<file path="src/rtl/tlb_pkg.sv">
// Shared constants for the page translation buffer.
// Assumes fixed 4 KB pages; the offset width is not a parameter of the design.
package tlb_pkg;
    localparam int PAGE_OFS_W = 12;
    localparam int LFSR_W     = 16;
    localparam logic [LFSR_W-1:0] LFSR_TAPS = 16'hB400;
    localparam logic [LFSR_W-1:0] LFSR_SEED = 16'hACE1;
endpackage

</file>
<file path="src/rtl/tlb_match.sv">
// Parallel tag comparator: compares one key against every entry in the same
// cycle and encodes the matching position.
// Assumes at most one valid entry carries a given tag. The refill path keeps
// this true by overwriting the entry that already holds a page number.
module tlb_match #(
    parameter int ENTRIES = 16,
    parameter int TAG_W   = 20,
    parameter int IDX_W   = 4
) (
    input  logic                            clk,
    input  logic                            rst_n,
    input  logic [TAG_W-1:0]                key,
    input  logic [ENTRIES-1:0][TAG_W-1:0]   tags,
    input  logic [ENTRIES-1:0]              valid,
    output logic [ENTRIES-1:0]              hit_vec,
    output logic                            any_hit,
    output logic [IDX_W-1:0]                hit_idx
);
    // one comparator per entry
    for (genvar g = 0; g < ENTRIES; g++) begin : g_cmp
        assign hit_vec[g] = valid[g] && (tags[g] == key);
    end

    // one-hot to binary encode of the match position
    always_comb begin
        hit_idx = '0;
        for (int i = 0; i < ENTRIES; i++) begin
            if (hit_vec[i]) hit_idx = hit_idx | IDX_W'(i);
        end
    end

    assign any_hit = |hit_vec;

    // no two valid entries may ever match the same key
    assert_unique_match_R7: assert property (@(posedge clk) disable iff (!rst_n)
        $onehot0(hit_vec));
endmodule

</file>
<file path="src/rtl/tlb_victim.sv">
// Replacement chooser: the lowest-numbered empty entry if there is one,
// otherwise an entry picked by a free-running Galois LFSR.
// Assumes ENTRIES is a power of two so the LFSR index is uniform.
module tlb_victim #(
    parameter int ENTRIES = 16,
    parameter int IDX_W   = 4
) (
    input  logic               clk,
    input  logic               rst_n,
    input  logic [ENTRIES-1:0] valid,
    output logic [IDX_W-1:0]   victim_idx
);
    import tlb_pkg::*;

    logic [LFSR_W-1:0] lfsr_q;
    logic [IDX_W-1:0]  free_idx;
    logic              has_free;

    // advance the pseudo-random sequence every cycle
    always_ff @(posedge clk) begin
        if (!rst_n) lfsr_q <= LFSR_SEED;
        else        lfsr_q <= {1'b0, lfsr_q[LFSR_W-1:1]} ^ (lfsr_q[0] ? LFSR_TAPS : '0);
    end

    // priority search for the lowest empty slot
    always_comb begin
        free_idx = '0;
        has_free = 1'b0;
        for (int i = ENTRIES - 1; i >= 0; i--) begin
            if (!valid[i]) begin
                free_idx = IDX_W'(i);
                has_free = 1'b1;
            end
        end
    end

    // pick an empty slot before evicting anything
    assign victim_idx = has_free ? free_idx : IDX_W'(32'(lfsr_q) % ENTRIES);

    // while any entry is empty, the chosen slot is an empty one
    assert_victim_free_R8: assert property (@(posedge clk) disable iff (!rst_n)
        (valid != '1) |-> !valid[victim_idx]);
endmodule

</file>
<file path="src/rtl/tlb_xlate.sv">
// Fully associative page translation buffer for 4 KB pages.
// Holds ENTRIES page-table entries with valid, present, reference and dirty
// state. A lookup is resolved in one registered stage. Refill and flush take
// effect at the same edge and are seen by later lookups only.
// Assumes the external walker refills only after a reported miss or fault.
module tlb_xlate #(
    parameter int VA_W    = 32,
    parameter int PA_W    = 32,
    parameter int ENTRIES = 16
) (
    input  logic                   clk,
    input  logic                   rst_n,
    input  logic                   flush,
    input  logic                   lk_valid,
    input  logic [VA_W-1:0]        lk_vaddr,
    input  logic                   lk_write,
    input  logic                   refill_valid,
    input  logic [VA_W-12-1:0]     refill_vpn,
    input  logic [PA_W-12-1:0]     refill_ppn,
    input  logic                   refill_present,
    output logic                   res_valid,
    output logic                   res_hit,
    output logic                   res_miss,
    output logic                   res_fault,
    output logic [PA_W-1:0]        res_paddr,
    output logic                   res_ref_prior,
    output logic                   res_dirty_prior
);
    import tlb_pkg::*;

    localparam int VPN_W = VA_W - PAGE_OFS_W;
    localparam int PPN_W = PA_W - PAGE_OFS_W;
    localparam int IDX_W = (ENTRIES > 1) ? $clog2(ENTRIES) : 1;

    logic [ENTRIES-1:0][VPN_W-1:0] vpn_q;
    logic [ENTRIES-1:0][PPN_W-1:0] ppn_q;
    logic [ENTRIES-1:0]            valid_q, present_q, ref_q, dirty_q;

    logic [ENTRIES-1:0] lk_vec, rf_vec;
    logic               lk_any, rf_any;
    logic [IDX_W-1:0]   lk_idx, rf_idx, victim_idx, rf_target;
    logic               lk_present, lk_hit;

    // lookup comparator
    tlb_match #(.ENTRIES(ENTRIES), .TAG_W(VPN_W), .IDX_W(IDX_W)) u_lk_match (
        .clk(clk), .rst_n(rst_n), .key(lk_vaddr[VA_W-1:PAGE_OFS_W]),
        .tags(vpn_q), .valid(valid_q),
        .hit_vec(lk_vec), .any_hit(lk_any), .hit_idx(lk_idx));

    // refill comparator finds an entry that already holds the page number
    tlb_match #(.ENTRIES(ENTRIES), .TAG_W(VPN_W), .IDX_W(IDX_W)) u_rf_match (
        .clk(clk), .rst_n(rst_n), .key(refill_vpn),
        .tags(vpn_q), .valid(valid_q),
        .hit_vec(rf_vec), .any_hit(rf_any), .hit_idx(rf_idx));

    // replacement choice for new page numbers
    tlb_victim #(.ENTRIES(ENTRIES), .IDX_W(IDX_W)) u_victim (
        .clk(clk), .rst_n(rst_n), .valid(valid_q), .victim_idx(victim_idx));

    // decode lookup outcome and refill destination
    always_comb begin
        lk_present = present_q[lk_idx];
        lk_hit     = lk_valid && lk_any && lk_present;
        rf_target  = rf_any ? rf_idx : victim_idx;
    end

    // entry state: status updates first, refill and flush override
    always_ff @(posedge clk) begin
        if (!rst_n) begin
            valid_q   <= '0;
            present_q <= '0;
            ref_q     <= '0;
            dirty_q   <= '0;
        end else begin
            if (lk_hit) begin
                ref_q[lk_idx] <= 1'b1;
                if (lk_write) dirty_q[lk_idx] <= 1'b1;
            end
            if (flush) begin
                valid_q <= '0;
            end else if (refill_valid) begin
                valid_q[rf_target]   <= 1'b1;
                present_q[rf_target] <= refill_present;
                ref_q[rf_target]     <= 1'b0;
                dirty_q[rf_target]   <= 1'b0;
            end
        end
    end

    // entry payload, not reset since valid_q guards it
    always_ff @(posedge clk) begin
        if (refill_valid && !flush) begin
            vpn_q[rf_target] <= refill_vpn;
            ppn_q[rf_target] <= refill_ppn;
        end
    end

    // registered lookup result
    always_ff @(posedge clk) begin
        if (!rst_n) begin
            res_valid       <= 1'b0;
            res_hit         <= 1'b0;
            res_miss        <= 1'b0;
            res_fault       <= 1'b0;
            res_paddr       <= '0;
            res_ref_prior   <= 1'b0;
            res_dirty_prior <= 1'b0;
        end else begin
            res_valid       <= lk_valid;
            res_hit         <= lk_hit;
            res_miss        <= lk_valid && !lk_any;
            res_fault       <= lk_valid && lk_any && !lk_present;
            res_paddr       <= lk_hit ? {ppn_q[lk_idx], lk_vaddr[PAGE_OFS_W-1:0]} : '0;
            res_ref_prior   <= lk_hit && ref_q[lk_idx];
            res_dirty_prior <= lk_hit && dirty_q[lk_idx];
        end
    end

    // one result per lookup, on the next edge
    assert_result_due_R2: assert property (@(posedge clk) disable iff (!rst_n)
        lk_valid |=> res_valid);
    assert_no_spurious_R2: assert property (@(posedge clk) disable iff (!rst_n)
        !lk_valid |=> !res_valid);
    assert_single_outcome_R2: assert property (@(posedge clk) disable iff (!rst_n)
        res_valid |-> ($countones({res_hit, res_miss, res_fault}) == 1));
    // no address leaks out on a miss or fault
    assert_fault_no_addr_R6: assert property (@(posedge clk) disable iff (!rst_n)
        (res_fault || res_miss) |-> (res_paddr == '0));
    // a hit leaves the entry's reference bit set
    assert_hit_sets_ref_R4: assert property (@(posedge clk) disable iff (!rst_n)
        (lk_hit && !refill_valid) |=> ref_q[$past(lk_idx)]);
    // flush empties every entry by the next edge
    assert_flush_clears_R9: assert property (@(posedge clk) disable iff (!rst_n)
        flush |=> (valid_q == '0));
endmodule

</file>
<file path="config.mk">
export PLATFORM = sky130hd
export DESIGN_NAME = tlb_xlate
export DESIGN_NICKNAME = d
export VERILOG_FILES = /design/src/rtl/tlb_pkg.sv /design/src/rtl/tlb_match.sv /design/src/rtl/tlb_victim.sv /design/src/rtl/tlb_xlate.sv
export SDC_FILE = /design/constraint.sdc
export NUM_CORES = 2
export LEC_CHECK = 0
export BUFFER_PORTS_ARGS = -buffer_cell sky130_fd_sc_hd__buf_4
export CAP_MARGIN = 0
export CORE_MARGIN = 3
export CORE_UTILIZATION = 50
export CTS_CLUSTER_DIAMETER = 150
export DETAILED_ROUTE_END_ITERATION = 6
export GPL_ROUTABILITY_DRIVEN = 0
export PLACE_DENSITY = 0.67
export SLEW_MARGIN = 20
export SYNTH_ARGS = -nofsm -noshare
export SYNTH_HDL_FRONTEND = slang
export SYNTH_HIERARCHICAL = 1
export SYNTH_SLANG_ARGS = --single-unit
export TNS_END_PERCENT = 100
</file>
<file path="constraint.sdc">
create_clock -name clk -period 14.99 [get_ports clk]
set_clock_uncertainty 0.05 [all_clocks]
set_input_delay 1.499 -clock clk [delete_from_list [all_inputs] [get_ports clk]]
set_output_delay 1.499 -clock clk [all_outputs]
set_load 0.05 [all_outputs]
</file>
==> results_dict.tcl <==
set metrics [dict create \
    status "completed" \
    crit_slowest_cell "nor4_1" \
    tightestPinTransition_ns 1.18 \
    fp.dieH_um 268 \
    grt_pass1_vias 20500 \
    cts_tree "built" \
    cts_sinks 758 \
    fin_crit_sh_pct 39.7 \
    coreArea_um2 67600 \
    hold_violations 0 \
    track_usage_pct 25.7 \
    max_slew_margin_pct 20.7 \
    crit_path_start "refill_vpn[7]" \
    ant_nets 0 \
    path_buf_inv 2 \
    drt_first_iter_violations 2465 \
    slew_violations 0 \
    hp-class "flop to flop" \
    start_util_pct 50.8 \
    setup.worst_path.class "input pin to flop" \
    avgRoutedWirePerCell_um 28.2 \
    worst_ep_required_time_ns 15.23 \
    use_met3_pct 5.50 \
    crit_family "simple AND/OR/NAND/NOR gates" \
    grt.busiest_layer "met2" \
    postCtsSetupRepairBufs 0 \
    drive_above_1_share_pct 16.4 \
    reg2regPathDepth 10 \
    setup_ws_ns 9.04 \
    clkLatencyLatePin_ns 0.65 \
    vias_per_cell 6.17 \
    antenna_found_initial 3 \
    numCtsBuffers 79 \
    dr.pass1.iters 5 \
    htreeDepth 3 \
    die_area_um2 72000 \
    postSynthAreaPerCell_um2 15.2 \
    fp-row-count 95 \
    path_cells "buf_4, xor2_1, nor4_1, nand3_1, nor4_4, nor4_1, nand4bb_1, nor3b_1, o21ai_1, nor2_4, buf_4" \
    pre_cts_ws_ns 8.59 \
    post-route-min-period_ns 5.95 \
    peakVddDrop_v 0.0000738 \
    overflow 0 \
    cts-root-buf "clkbuf_16" \
    fin_cells 3296 \
    nets 2436 \
    cts-resized-gates 0 \
    p_per_area_nw_per_um2 117 \
    yosysWarnings 6 \
    finalPower_mw 4.44 \
    cp_max_fo 32 \
    maxCapViolations 0 \
    rsz0062_at_grt "false" \
    path_depth 11 \
    cp.arrival_ns 6.19 \
    postRouteWirelength_um 92900 \
    r2r-start "vpn_q[77]" \
    hold_start "u_victim/lfsr_q[6]" \
    area_growth_pct 10.7 \
    worst_setup_path_start_kind "input pin" \
    syn_nets 2343 \
    use_met2_pct 41.0 \
    worst_path_largest_cell_delay_ns 0.99 \
    r2r_end "ppn_q[180]" \
    synthCells 2264 \
    cp-endpoint "ppn_q[180]" \
    setup_tns_ns 0 \
    leakage_nw 11.8 \
    cts_buffer_depth 3 \
    worstSetupEndpointType "flop" \
    ctsHoldBuffers 0 \
    maxClockFrequency_mhz 168 \
    port_buffers 116 \
    grt_pass1_wl_um 134000 \
    hpwlAfterDp_um 52300 \
    drc 0 \
    path_clk_slew_ns 0.07 \
    die_x_um 268 \
    syn_area_um2 34400 \
    fin_util_pct 56.3 \
    nFillCells 5233 \
    dp.cells 3149 \
    r2r_setup_slack_ns 10.03 \
    num_vias 20300 \
    pin_count 117 \
    grt_max_degree 69 \
    grt_use_met1_pct 35.0 \
    finalSetupViolCount 0 \
]
[flip-flops by register name, indices dropped and copies added, names as in the netlist]
register,count
res_paddr,32
res_fault,1
ref_q,16
ppn_q,320
vpn_q,320
res_ref_prior,1
present_q,16
res_hit,1
res_valid,1
u_victim/lfsr_q,16
res_dirty_prior,1
valid_q,16
dirty_q,16
res_miss,1
[area by class of cell]
type                            instances  area [um^2]  area share (%)
Sequential cell                       758        21600            56.7
Timing Repair Buffer                  143         1070            2.82
Multi-Input combinational cell       1361        11700            30.8
Clock buffer                          107         2130            5.60
Antenna cell                            1         2.50         0.00657
Tap cell                              873         1090            2.87
Clock inverter                         39          412            1.08
Inverter                               14         52.6           0.138
[through the flow]
step / hold slack (ns) / cell area (um^2)
after global routing: 0.387 / 38100
after detailed placement: 0.345 / 35500
after floorplan: 0.336 / 34400
after CTS: 0.361 / 38100
final: 0.358 / 38100
after global placement: 0.348 / 35500
[power by group]
| group | total (mW) | internal, mW | switching [mW] |
|---|---|---|---|
| Combinational | 0.230 | 0.0780 | 0.152 |
| Sequential | 2.30 | 2.29 | 0.00519 |
| Clock | 1.92 | 1.07 | 0.847 |
| Total | 4.44 | 3.44 | 1.00 |
[how the worst min path moves through the flow]
stage | end | slack [ns] | depth (start not counted)
after detailed placement | u_victim/lfsr_q[5] | 0.35 | 1
after global routing | u_victim/lfsr_q[0] | 0.39 | 2
after CTS | u_victim/lfsr_q[5] | 0.36 | 1
after global placement | u_victim/lfsr_q[11] | 0.35 | 1
after floorplan | u_victim/lfsr_q[11] | 0.34 | 1
final | u_victim/lfsr_q[5] | 0.36 | 1
[routing by layer]
metal  routed length, um  share of wire, %
met5                   0                 0
met4                2850               3.1
met3                8720               9.4
met2               43900                47
met1               37500                40
[cells in the final DEF, fill, tap and decap left out, types with 7 or more instances in the layout]
cell / instances
inv_1: 12
nand2_1: 16
clkbuf_1: 23
buf_4: 143
a22oi_1: 46
nor4_1: 65
clkinv_2: 12
edfxtp_1: 640
and2_1: 14
xnor2_1: 482
nand3_1: 51
dfxtp_1: 118
mux2i_1: 8
nor2_1: 46
clkbuf_16: 79
clkinv_1: 11
mux4_2: 91
xor2_1: 161
nor3_1: 10
a21oi_1: 73
o21ai_0: 29
o21ai_1: 7
nand2b_1: 7
nand4_1: 125
nor2_4: 19
o21a_1: 8
nor2b_1: 17
a31oi_1: 12
Note: power is estimated with default switching activity, not from simulation.
